`config.mk`:
```
export PLATFORM = sky130hd
export DESIGN_NAME = scan_flush_guard
export DESIGN_NICKNAME = d
export VERILOG_FILES = /design/src/rtl/sg_pkg.sv /design/src/rtl/sg_flush_counter.sv /design/src/rtl/sg_mode_fsm.sv /design/src/rtl/sg_scan_gate.sv /design/src/rtl/sg_key_mux.sv /design/src/rtl/scan_flush_guard.sv
export SDC_FILE = /design/constraint.sdc
export NUM_CORES = 1
export LEC_CHECK = 0
export ABC_AREA = 1
export BUFFER_PORTS_ARGS = -buffer_cell sky130_fd_sc_hd__buf_2
export CAP_MARGIN = 5
export CORE_UTILIZATION = 30
export DETAILED_ROUTE_END_ITERATION = 7
export HOLD_SLACK_MARGIN = 0.05
export PLACE_DENSITY_LB_ADDON = 0.3
export SLEW_MARGIN = 30
export SYNTH_ARGS = -nofsm -noshare
export SYNTH_HDL_FRONTEND = slang
export SYNTH_SLANG_ARGS = --single-unit
```
`constraint.sdc`:
```
create_clock -name clk -period 1.2 [get_ports clk]
set_clock_uncertainty 0.1 [all_clocks]
set_input_delay 0.06 -clock clk [delete_from_list [all_inputs] [get_ports clk]]
set_output_delay 0.06 -clock clk [all_outputs]
set_load 0.01 [all_outputs]
```
`src/rtl/sg_pkg.sv`:
```
package sg_pkg;
   typedef enum logic [1:0] {
      SG_NORMAL = 2'd0,
      SG_FLUSH  = 2'd1,
      SG_TEST   = 2'd2,
      SG_LOCKED = 2'd3
   } sg_mode_e;
endpackage

```
`src/rtl/sg_flush_counter.sv`:
```
module sg_flush_counter #(
   parameter int CHAIN_LEN = 16
) (
   input  logic clk,
   input  logic rst_n,
   input  logic clear,
   input  logic step,
   output logic last
);
   localparam int CW = (CHAIN_LEN < 2) ? 1 : $clog2(CHAIN_LEN);
   localparam logic [CW-1:0] LAST_VAL = CW'(CHAIN_LEN - 1);

   logic [CW-1:0] cnt_q;

   // high on the shift that completes the flush
   assign last = step && (cnt_q == LAST_VAL);

   always_ff @(posedge clk or negedge rst_n) begin
      if (!rst_n) begin
         cnt_q <= '0;
      end else if (clear) begin
         cnt_q <= '0;
      end else if (step) begin
         cnt_q <= last ? '0 : cnt_q + 1'b1;
      end
   end
endmodule

```
`src/rtl/sg_mode_fsm.sv`:
```
module sg_mode_fsm
   import sg_pkg::*;
(
   input  logic clk,
   input  logic rst_n,
   input  logic secure_instr,
   input  logic shift_en,
   input  logic flush_last,
   output logic cnt_step,
   output logic cnt_clear,
   output logic gate_open,
   output logic fake_sel
);
   sg_mode_e state_q, state_d;

   assign cnt_clear = !secure_instr;
   assign cnt_step  = secure_instr && shift_en && (state_q != SG_TEST);
   assign gate_open = (state_q == SG_TEST);
   assign fake_sel  = (state_q != SG_NORMAL);

   always_comb begin
      state_d = state_q;
      unique case (state_q)
         SG_NORMAL, SG_LOCKED: begin
            if (secure_instr) state_d = flush_last ? SG_TEST : SG_FLUSH;
         end
         SG_FLUSH: begin
            if (!secure_instr)   state_d = SG_LOCKED;
            else if (flush_last) state_d = SG_TEST;
         end
         SG_TEST: begin
            if (!secure_instr) state_d = SG_LOCKED;
         end
         default: state_d = SG_LOCKED;
      endcase
   end

   always_ff @(posedge clk or negedge rst_n) begin
      if (!rst_n) state_q <= SG_NORMAL;
      else        state_q <= state_d;
   end
endmodule

```
`src/rtl/sg_scan_gate.sv`:
```
module sg_scan_gate #(
   parameter int LANES   = 2,
   parameter bit OUT_REG = 1'b0
) (
   input  logic             clk,
   input  logic             rst_n,
   input  logic             open,
   input  logic [LANES-1:0] raw_so,
   output logic [LANES-1:0] out_so
);
   logic [LANES-1:0] masked;

   for (genvar i = 0; i < LANES; i++) begin : g_lane
      assign masked[i] = raw_so[i] & open;
   end

   if (OUT_REG) begin : g_reg
      logic [LANES-1:0] so_q;
      always_ff @(posedge clk or negedge rst_n) begin
         if (!rst_n) so_q <= '0;
         else        so_q <= masked;
      end
      assign out_so = so_q;
   end else begin : g_comb
      assign out_so = masked;
   end
endmodule

```
`src/rtl/sg_key_mux.sv`:
```
module sg_key_mux #(
   parameter int               KEY_W    = 32,
   parameter logic [KEY_W-1:0] FAKE_KEY = '0
) (
   input  logic             use_fake,
   input  logic [KEY_W-1:0] user_key,
   output logic [KEY_W-1:0] core_key
);
   assign core_key = use_fake ? FAKE_KEY : user_key;
endmodule

```
`src/rtl/scan_flush_guard.sv`:
```
module scan_flush_guard #(
   parameter int               CHAIN_LEN = 16,
   parameter int               LANES     = 2,
   parameter int               KEY_W     = 32,
   parameter logic [KEY_W-1:0] FAKE_KEY  = 32'h5A3C_96E1,
   parameter bit               OUT_REG   = 1'b0
) (
   input  logic             clk,
   input  logic             rst_n,
   input  logic             secure_instr,
   input  logic             shift_en,
   input  logic [LANES-1:0] chain_so,
   input  logic [KEY_W-1:0] user_key,
   output logic [LANES-1:0] gated_so,
   output logic             key_sel_fake,
   output logic [KEY_W-1:0] core_key
);
   if (CHAIN_LEN < 1) begin : g_bad_len
      $error("scan_flush_guard: CHAIN_LEN must be at least 1");
   end
   if (LANES < 1) begin : g_bad_lanes
      $error("scan_flush_guard: LANES must be at least 1");
   end
   if (KEY_W < 1) begin : g_bad_key
      $error("scan_flush_guard: KEY_W must be at least 1");
   end

   logic flush_last;
   logic cnt_step;
   logic cnt_clear;
   logic gate_open_w;
   logic fake_sel_w;

   sg_flush_counter #(.CHAIN_LEN(CHAIN_LEN)) u_cnt (
      .clk   (clk),
      .rst_n (rst_n),
      .clear (cnt_clear),
      .step  (cnt_step),
      .last  (flush_last)
   );

   sg_mode_fsm u_fsm (
      .clk          (clk),
      .rst_n        (rst_n),
      .secure_instr (secure_instr),
      .shift_en     (shift_en),
      .flush_last   (flush_last),
      .cnt_step     (cnt_step),
      .cnt_clear    (cnt_clear),
      .gate_open    (gate_open_w),
      .fake_sel     (fake_sel_w)
   );

   sg_scan_gate #(.LANES(LANES), .OUT_REG(OUT_REG)) u_gate (
      .clk    (clk),
      .rst_n  (rst_n),
      .open   (gate_open_w),
      .raw_so (chain_so),
      .out_so (gated_so)
   );

   sg_key_mux #(.KEY_W(KEY_W), .FAKE_KEY(FAKE_KEY)) u_key (
      .use_fake (fake_sel_w),
      .user_key (user_key),
      .core_key (core_key)
   );

   assign key_sel_fake = fake_sel_w;
endmodule

```
==> results of run 1 <==
[final cells by class]
type	count	area [µm²]	share of cell area, %
repair buffers	82	538.0	41.99
multi-input cells	72	430.4	33.59
flip-flops and latches	6	150.1	11.72
inverters	27	106.4	8.301
well taps	27	33.78	2.637
clock buffers	3	22.52	1.758
[flip-flops by register name, indices dropped and copies added, names as in the netlist]
register       count
u_cnt.cnt_q        4
u_fsm.state_q      2
[Yosys cell counts, drive strengths merged]
cell / instances / area [µm²]
a21oi: 2 / 10.01
buf: 1 / 7.510
clkbuf: 2 / 8.750
dfrtp: 6 / 150.1
ha: 4 / 50.05
inv: 27 / 101.4
nand2: 33 / 128.9
nand3: 5 / 25.02
nor2: 6 / 30.03
o21ai: 5 / 25.02
or2: 16 / 100.1
xor2: 1 / 8.760
[worst min path at each step]
| stage | end | slack, ns | cells after the start |
|---|---|---|---|
| after global routing | u_cnt.cnt_q[1] | 0.09 | 2 |
| after detailed placement | u_cnt.cnt_q[1] | -0.20 | 1 |
| after CTS | u_cnt.cnt_q[1] | 0.06 | 5 |
| after global placement | u_fsm.state_q[1] | -0.21 | 1 |
| final | u_cnt.cnt_q[0] | 0.07 | 2 |
| after floorplan | u_cnt.cnt_q[0] | -0.34 | 0 |
[what timing repair did]
action | in CTS | in global routing
resized for setup | 23 | 9
cloned | 0 | 0
hold endpoints to repair | 10 | 0
endpoints found under the setup margin | 41 | 41
pin swaps | 1 | 4
hold buffers | 2 | 0
buffers inserted | 2 | 0
[power groups by stage]
stage	Combinational (µW)	Sequential, µW	Clock, µW
floorplan	1110	297	0
global placement	1610	297	0
detailed placement	1650	300	0
CTS	2020	302	202
global route	2300	307	204
finish	2080	302	188
[worst max-delay path: stages (launching register included)]
cell and delay (ns):
dfrtp_1 0.39, inv_2 0.09, ha_4 0.16, inv_6 0.06
or2_2 0.28, buf_6 0.13
[placed cells by master, fill, tap and decap left out]
cell	Yosys	final
inv_6	0	1
buf_6	0	16
clkbuf_4	0	3
inv_1	27	23
dfrtp_1	6	6
o21ai_0	4	1
nand3_1	5	5
or2_4	0	10
nand2_2	2	2
nor2_2	0	1
a21oi_1	2	2
nor2_4	1	2
ha_1	4	1
o21ai_1	1	4
ha_4	0	1
buf_2	0	57
or2_2	16	6
ha_2	0	2
nand2_1	31	31
dlygate4sd3_1	0	2
inv_2	0	3
nor2_1	5	3
buf_4	1	7
xor2_1	1	1
[logic make-up after synthesis]
kind of cell,Yosys count,synth area share (%)
XOR/XNOR,1,1.357
adder cells (fa/ha/maj),4,7.752
buffers and inverters,30,18.22
AO/OA/AOI/OAI,7,5.426
flip-flops,6,23.26
AND/OR/NAND/NOR,60,43.99
[metal layers]
| metal | vias to the layer above | global-route usage (%) | part of all wire [%] |
|---|---|---|---|
| met2 | 38 | 35.45 | 52 |
| met1 | 386 | 20.04 | 38 |
| met3 | 4 | 4.088 | 8.1 |
| met4 | 0 | 7.353 | 1.6 |
| met5 | - | 0 | 0 |
| li1 | 476 | - | - |
[through the flow]
step / power (µW) / worst slack, ns
2_1_floorplan: 1407 / -0.1058
3_3_place_gp: 1912 / -0.1353
3_5_place_dp: 1953 / -0.1897
4_1_cts: 2521 / -0.3229
5_1_grt: 2811 / -0.3729
6_report: 2573 / -0.3158
==> impl_metrics.py, run 1 <==
metrics = {
    "critical_path": {
        "crit_path_end_kind": "output pin",
        "critPathLaunchType": "flop",
        "worstSetupPathType": "reg2out",
        "cp_max_fo": 17,
        "r2r-start": "u_fsm.state_q[1]",
        "cp.arrival_ns": 1.36,
        "crit_path_end": "core_key[21]",
        "worstRegToRegCells": 9,
        "cp-startpoint": "u_fsm.state_q[0]",
        "reg2reg_slack_ns": -0.17,
        "crit_required_ns": 1.04,
        "r2r_end": "u_fsm.state_q[1]",
    },
    "die": {
        "core_area_um2": 2002,
        "io_pins": 73,
        "initial_core_util_pct": 32.25,
        "die_w_um": 48.39,
        "chipHeight_um": 48.39,
        "placementRows": 16,
        "dieArea_um2": 2342,
    },
    "final_layout": {
        "fin_area_um2": 1281,
        "fillCellCount": 191,
        "num_antenna_cells": 0,
        "drive_gt1_share_pct": 58.42,
        "fin_util_pct": 64.00,
        "areaGrowthSynthToFinish_pct": 98.45,
        "final_cells": 217,
        "fin_nets": 234,
    },
    "yosys": {
        "ys_types": 16,
        "synth_area_per_cell_um2": 5.978,
        "synth.net_count": 150,
        "synth_warnings": 0,
        "syn-instance-count": 108,
        "synth-seq-cells": 6,
        "synth_area_um2": 645.6,
        "seq_area_frac_synth_pct": 23.26,
    },
    "sta": {
        "setup_tns_ns": -9.228,
        "fin_crit_sh_pct": 126.3,
        "fmax_ghz": 0.6597,
        "fin_ws_ns": -0.3158,
        "rsz0062_at_grt": "true",
        "slew_viol_final": 0,
        "setup-violations-final": 41,
        "period_minus_slack_ns": 1.516,
        "hold_viol_final": 0,
        "relSlewSlack_pct": 88.69,
        "hold_ws_ns": 0.07083,
        "worstMarginPinSlew_ns": 0.1686,
    },
    "route": {
        "antenna_left": 0,
        "drt-total-wl_um": 2011,
        "drc": 0,
        "via_count": 904,
        "first_pass_iters": 3,
        "routed_via_density": 4.166,
        "drt_iter0_markers": 11,
        "drt-wirelength-per-cell_um": 9.267,
    },
    "clock_tree": {
        "numCtsBuffers": 3,
        "path_clk_slew_ns": 0.05,
        "cts_tree": "yes",
        "cts_htree_levels": 1,
        "clock_latency_ns": 0.24,
        "clockBufferDepth": 2,
        "cts_root_buffer": "clkbuf_4",
        "clock_sinks": 6,
    },
    "power": {
        "power_density_nw_per_um2": 2009,
        "seqPwrFrac_pct": 11.7,
        "p_sw_share_pct": 43.58,
        "p_clk_share_pct": 7.3,
        "peakVddDrop_uv": 1039,
        "power.switching_uw": 1122,
        "p_leak_uw": 0.0008279,
        "p_int_uw": 1452,
        "combPwrFrac_pct": 80.9,
    },
    "global_route": {
        "grt_pass1_wl_um": 3601,
        "overflow": 0,
        "grt_max_degree": 18,
        "grt_pass1_vias": 861,
        "antenna_found_initial": 0,
        "track_usage_pct": 18.75,
    },
    "placed_design": {
        "place.gp.congestion": 0.7204,
        "placed_cells": 210,
        "io_buffer_count": 72,
        "dpl_cell_area_um2": 1091,
        "place_hpwl_um": 1582,
    },
    "flow_run": {
        "maxCapViolCount": 0,
    },
    "run_status": {
        "status": "complete, but fails checks",
        "violations": "negative setup slack",
    },
    "hold_path": {
        "hp-class": "in2async",
    },
}
Power figures use the tool's default switching activity.
==> run 2, diff against run 1 <==
Settings changed: SKIP_LAST_GASP set to 1.
==> impl_metrics.py, run 2 (synthesis gave the netlist of run 1 again) <==
metrics = {
    "run_status": {
        "status": "complete, but fails checks",
        "violations": "negative setup slack",
    },
    "clock_tree": {
        "numCtsBuffers": 3,
        "clock_sinks": 6,
        "cts_tree": "yes",
        "clockBufferDepth": 2,
        "cts_root_buffer": "clkbuf_4",
        "path_clk_slew_ns": 0.05,
        "cts_htree_levels": 1,
        "clock_latency_ns": 0.24,
    },
    "placed_design": {
        "dpl_cell_area_um2": 1091,
        "io_buffer_count": 72,
        "place.gp.congestion": 0.7204,
        "place_hpwl_um": 1582,
    },
    "power": {
        "p_sw_share_pct": 43.53,
        "power.switching_uw": 1129,
        "seqPwrFrac_pct": 11.7,
        "p_int_uw": 1464,
        "p_leak_uw": 0.0008303,
        "p_clk_share_pct": 7.3,
        "peakVddDrop_uv": 1032,
        "combPwrFrac_pct": 81.1,
        "power_density_nw_per_um2": 2016,
    },
    "die": {
        "chipHeight_um": 48.39,
        "placementRows": 16,
        "core_area_um2": 2002,
        "io_pins": 73,
        "initial_core_util_pct": 32.25,
        "die_w_um": 48.39,
        "dieArea_um2": 2342,
    },
    "final_layout": {
        "drive_gt1_share_pct": 58.42,
        "fin_nets": 234,
        "most-common-layout-cells": "57 x buf_2, 31 x nand2_1, 23 x inv_1, 16 x buf_6, 12 x or2_4",
        "areaGrowthSynthToFinish_pct": 99.22,
        "fin_area_um2": 1286,
        "final_common_cell": "buf_2",
        "top_register": "u_cnt.cnt_q",
        "fin_util_pct": 64.25,
        "num_antenna_cells": 0,
        "largest_register_ffs": 4,
        "reg_top3": "u_cnt.cnt_q: 4 flops, u_fsm.state_q: 2 flops",
    },
    "global_route": {
        "antenna_found_initial": 0,
        "track_usage_pct": 19.08,
        "overflow": 0,
        "grt_max_degree": 18,
        "grt_pass1_wl_um": 3636,
        "grt_pass1_vias": 864,
    },
    "route": {
        "via_count": 895,
        "drc": 0,
        "first_pass_iters": 3,
        "drt_iter0_markers": 10,
        "drt-total-wl_um": 2022,
        "routed_via_density": 4.124,
        "drt-wirelength-per-cell_um": 9.318,
        "antenna_left": 0,
    },
    "sta": {
        "period_minus_slack_ns": 1.526,
        "fin_crit_sh_pct": 127.2,
        "worstMarginPinSlew_ns": 0.1686,
        "rsz0062_at_grt": "true",
        "relSlewSlack_pct": 88.69,
        "setup-violations-final": 41,
        "slew_viol_final": 0,
        "hold_viol_final": 0,
        "fin_ws_ns": -0.3260,
        "hold_ws_ns": 0.07083,
        "fmax_ghz": 0.6553,
    },
    "flow_run": {
        "maxCapViolCount": 0,
    },
    "critical_path": {
        "crit_required_ns": 1.04,
        "worstSetupPathType": "reg2out",
        "r2r-start": "u_fsm.state_q[1]",
        "reg2reg_slack_ns": -0.17,
        "crit_path_end_kind": "output pin",
        "critPathLaunchType": "flop",
        "r2r_end": "u_fsm.state_q[1]",
        "worstRegToRegCells": 9,
        "cp.arrival_ns": 1.37,
        "cp_max_fo": 17,
    },
    "hold_path": {
        "hp-class": "in2async",
    },
}
==> run 2: changes by cell type in the layout (fill, tap and decap cells not counted) <==
| cell | delta |
|---|---|
| or2_2 | -2 |
| or2_4 | +2 |
==> run 2: repair_timing <==
item                                   in CTS  in global routing
setup buffers                               2                  0
setup endpoints to repair                  41                 41
gates resized for setup                    22                 12
hold buffers                                2                  0
pin swaps                                   1                  4
endpoints found under the hold margin      10                  0
==> run 2: cell type report <==
| type | count | area, µm² |
|---|---|---|
| Tap cell | 27 | 33.78 |
| Fill cell | 189 | 715.7 |
| Clock buffer | 3 | 22.52 |
| Timing Repair Buffer | 82 | 538.0 |
| Multi-Input combinational cell | 72 | 435.4 |
| Sequential cell | 6 | 150.1 |
| Inverter | 27 | 106.4 |
==> run 2: stage by stage <==
stage          TNS, ns  cells  total power (µW)  setup WS (ns)
4_1_cts         -10.76    217              2507        -0.3229
5_1_grt         -12.28    217              2832        -0.3854
2_1_floorplan   -1.397    108              1407        -0.1058
3_5_place_dp    -3.386    210              1953        -0.1897
6_report        -9.157    217              2593        -0.3260
3_3_place_gp    -2.154    210              1912        -0.1353
==> run 2: power by group through the flow <==
| stage | Sequential [µW] | Combinational, µW | Clock [µW] |
|---|---|---|---|
| final | 302 | 2100 | 188 |
| after global routing | 307 | 2320 | 204 |
| after CTS | 302 | 2000 | 202 |
| after detailed placement | 300 | 1650 | 0 |
| after global placement | 297 | 1610 | 0 |
| after floorplan | 297 | 1110 | 0 |
==> run 2: worst max-delay path, cell delays in order (launching register included) <==
cell and delay (ns):
dfrtp_1 0.39, inv_2 0.09, ha_4 0.16, inv_6 0.06, or2_2 0.29, buf_6 0.13
==> run 2: how the worst max path moves through the flow <==
stage                          start          endpoint  slack (ns)  cells after the start
floorplan           u_fsm.state_q[0]  u_fsm.state_q[0]       -0.11                      8
global placement    u_fsm.state_q[0]  u_fsm.state_q[0]       -0.14                      8
detailed placement  u_fsm.state_q[0]  u_fsm.state_q[1]       -0.19                      8
CTS                 u_fsm.state_q[1]      core_key[21]       -0.32                      5
global route        u_fsm.state_q[0]      core_key[20]       -0.39                      5
finish              u_fsm.state_q[0]      core_key[20]       -0.33                      5
==> run 2: layer usage <==
| layer | up-vias | wire length, µm | track usage [%] |
|---|---|---|---|
| li1 | 476 | - | - |
| met1 | 379 | 774 | 19.84 |
| met2 | 38 | 1060 | 36.38 |
| met3 | 2 | 171 | 4.717 |
| met4 | 0 | 16 | 7.353 |
| met5 | - | 0 | 0 |
==> run 3, diff against run 2 <==
Settings changed: ABC_CLOCK_PERIOD_IN_PS set to 1200, RECOVER_POWER set to 25.
==> impl_metrics.py, run 3 (synthesis gave the netlist of run 1 again) <==
metrics = {
    "final_layout": {
        "drive_gt1_share_pct": 57.89,
        "num_antenna_cells": 0,
        "most-common-layout-cells": "56 x buf_2, 31 x nand2_1, 23 x inv_1, 16 x buf_6, 12 x or2_4",
        "top_register": "u_cnt.cnt_q",
        "largest_register_ffs": 4,
        "areaGrowthSynthToFinish_pct": 99.03,
        "fillCellCount": 190,
        "reg_top3": "u_cnt.cnt_q: 4 flops, u_fsm.state_q: 2 flops",
        "fin_nets": 234,
        "final_common_cell": "buf_2",
    },
    "power": {
        "p_leak_uw": 0.0008276,
        "power_density_nw_per_um2": 2017,
        "finalPower_uw": 2592,
        "peakVddDrop_uv": 1032,
    },
    "placed_design": {
        "io_buffer_count": 72,
        "place.gp.congestion": 0.7204,
        "place_hpwl_um": 1582,
    },
    "die": {
        "core_area_um2": 2002,
        "die_w_um": 48.39,
        "io_pins": 73,
        "initial_core_util_pct": 32.25,
        "dieArea_um2": 2342,
        "placementRows": 16,
        "chipHeight_um": 48.39,
    },
    "clock_tree": {
        "clockBufferDepth": 2,
        "cts_tree": "yes",
        "cts_htree_levels": 1,
        "numCtsBuffers": 3,
        "path_clk_slew_ns": 0.04,
        "clock_sinks": 6,
        "cts_root_buffer": "clkbuf_4",
        "clock_latency_ns": 0.24,
    },
    "sta": {
        "fin_crit_sh_pct": 127.2,
        "period_minus_slack_ns": 1.526,
        "fin_ws_ns": -0.3260,
        "slew_viol_final": 0,
        "setup_tns_ns": -9.157,
        "setup-violations-final": 41,
        "relSlewSlack_pct": 76.69,
        "rsz0062_at_grt": "true",
        "worstMarginPinSlew_ns": 0.3496,
        "hold_viol_final": 0,
        "fmax_ghz": 0.6553,
    },
    "critical_path": {
        "worstSetupPathType": "reg2out",
        "critPathLaunchType": "flop",
        "cp.arrival_ns": 1.37,
        "cp_max_fo": 17,
        "crit_path_end_kind": "output pin",
        "crit_required_ns": 1.04,
    },
    "route": {
        "routed_via_density": 4.124,
        "drc": 0,
        "drt-total-wl_um": 2022,
        "antenna_left": 0,
        "drt_iter0_markers": 10,
        "via_count": 895,
        "drt-wirelength-per-cell_um": 9.318,
        "first_pass_iters": 3,
    },
    "run_status": {
        "status": "complete, but fails checks",
        "violations": "negative setup slack",
    },
    "global_route": {
        "antenna_found_initial": 0,
        "overflow": 0,
        "grt_pass1_wl_um": 3636,
        "grt_max_degree": 18,
        "track_usage_pct": 19.08,
        "grt_pass1_vias": 864,
    },
    "hold_path": {
        "hp-class": "in2reg",
    },
    "flow_run": {
        "maxCapViolCount": 0,
    },
}
## run 3: cell type report
class                   instances  area [µm²]  area share (%)
inverters                      27       106.4           8.277
clock buffers                   3       22.52           1.753
multi-input cells              72       435.4           33.89
repair buffers                 82       536.8           41.77
flip-flops and latches          6       150.1           11.68
well taps                      27       33.78           2.629
## run 3: routing by layer
metal / global-route usage [%] / routed length [µm]
met3: 4.717 / 172
met2: 36.38 / 1060
met4: 7.353 / 16
met5: 0 / 0
met1: 19.84 / 773
## run 3: through the flow
stage / util [%] / cell area, µm² / setup WS [ns] / hold WS, ns / std cells
finish: 64.19 / 1285 / -0.3260 / 0.07794 / 217
global placement: 54.50 / 1091 / -0.1353 / -0.2065 / 210
CTS: 62.75 / 1256 / -0.3229 / 0.06177 / 217
floorplan: - / 681.9 / -0.1058 / -0.3356 / 108
global route: 64.19 / 1285 / -0.3854 / 0.1270 / 217
detailed placement: 54.50 / 1091 / -0.1897 / -0.2038 / 210
## run 3: report_power, final
group / leakage [µW] / internal, µW / switching [µW]
clock network: 0.0000138 / 113 / 75.1
logic: 0.000735 / 1090 / 1010
registers: 0.0000785 / 260 / 41.7
## run 3: what timing repair did
action	CTS	global route
hold endpoints to repair	10	0
hold buffers	2	0
resized for setup	22	12
setup endpoints to repair	41	41
setup buffers	2	0
pin swaps	1	4
## run 3: worst paths after layout
path	cells past startpoint	slack (ns)	to	startpoint
min in group asynchronous	2	0.13	u_cnt.cnt_q[0]	rst_n
worst max register to register	9	-0.17	u_fsm.state_q[1]	u_fsm.state_q[1]
worst min register to register	2	0.44	u_cnt.cnt_q[2]	u_cnt.cnt_q[2]
worst min-delay path	5	0.08	u_cnt.cnt_q[1]	shift_en
worst max-delay path	5	-0.33	core_key[20]	u_fsm.state_q[0]
max in group asynchronous	2	0.62	u_fsm.state_q[1]	rst_n
## run 3: critical path: stages, from the launching register on
cell     delay, ns
dfrtp_1       0.39
inv_2         0.09
ha_4          0.16
inv_6         0.06
or2_2         0.29
buf_6         0.13
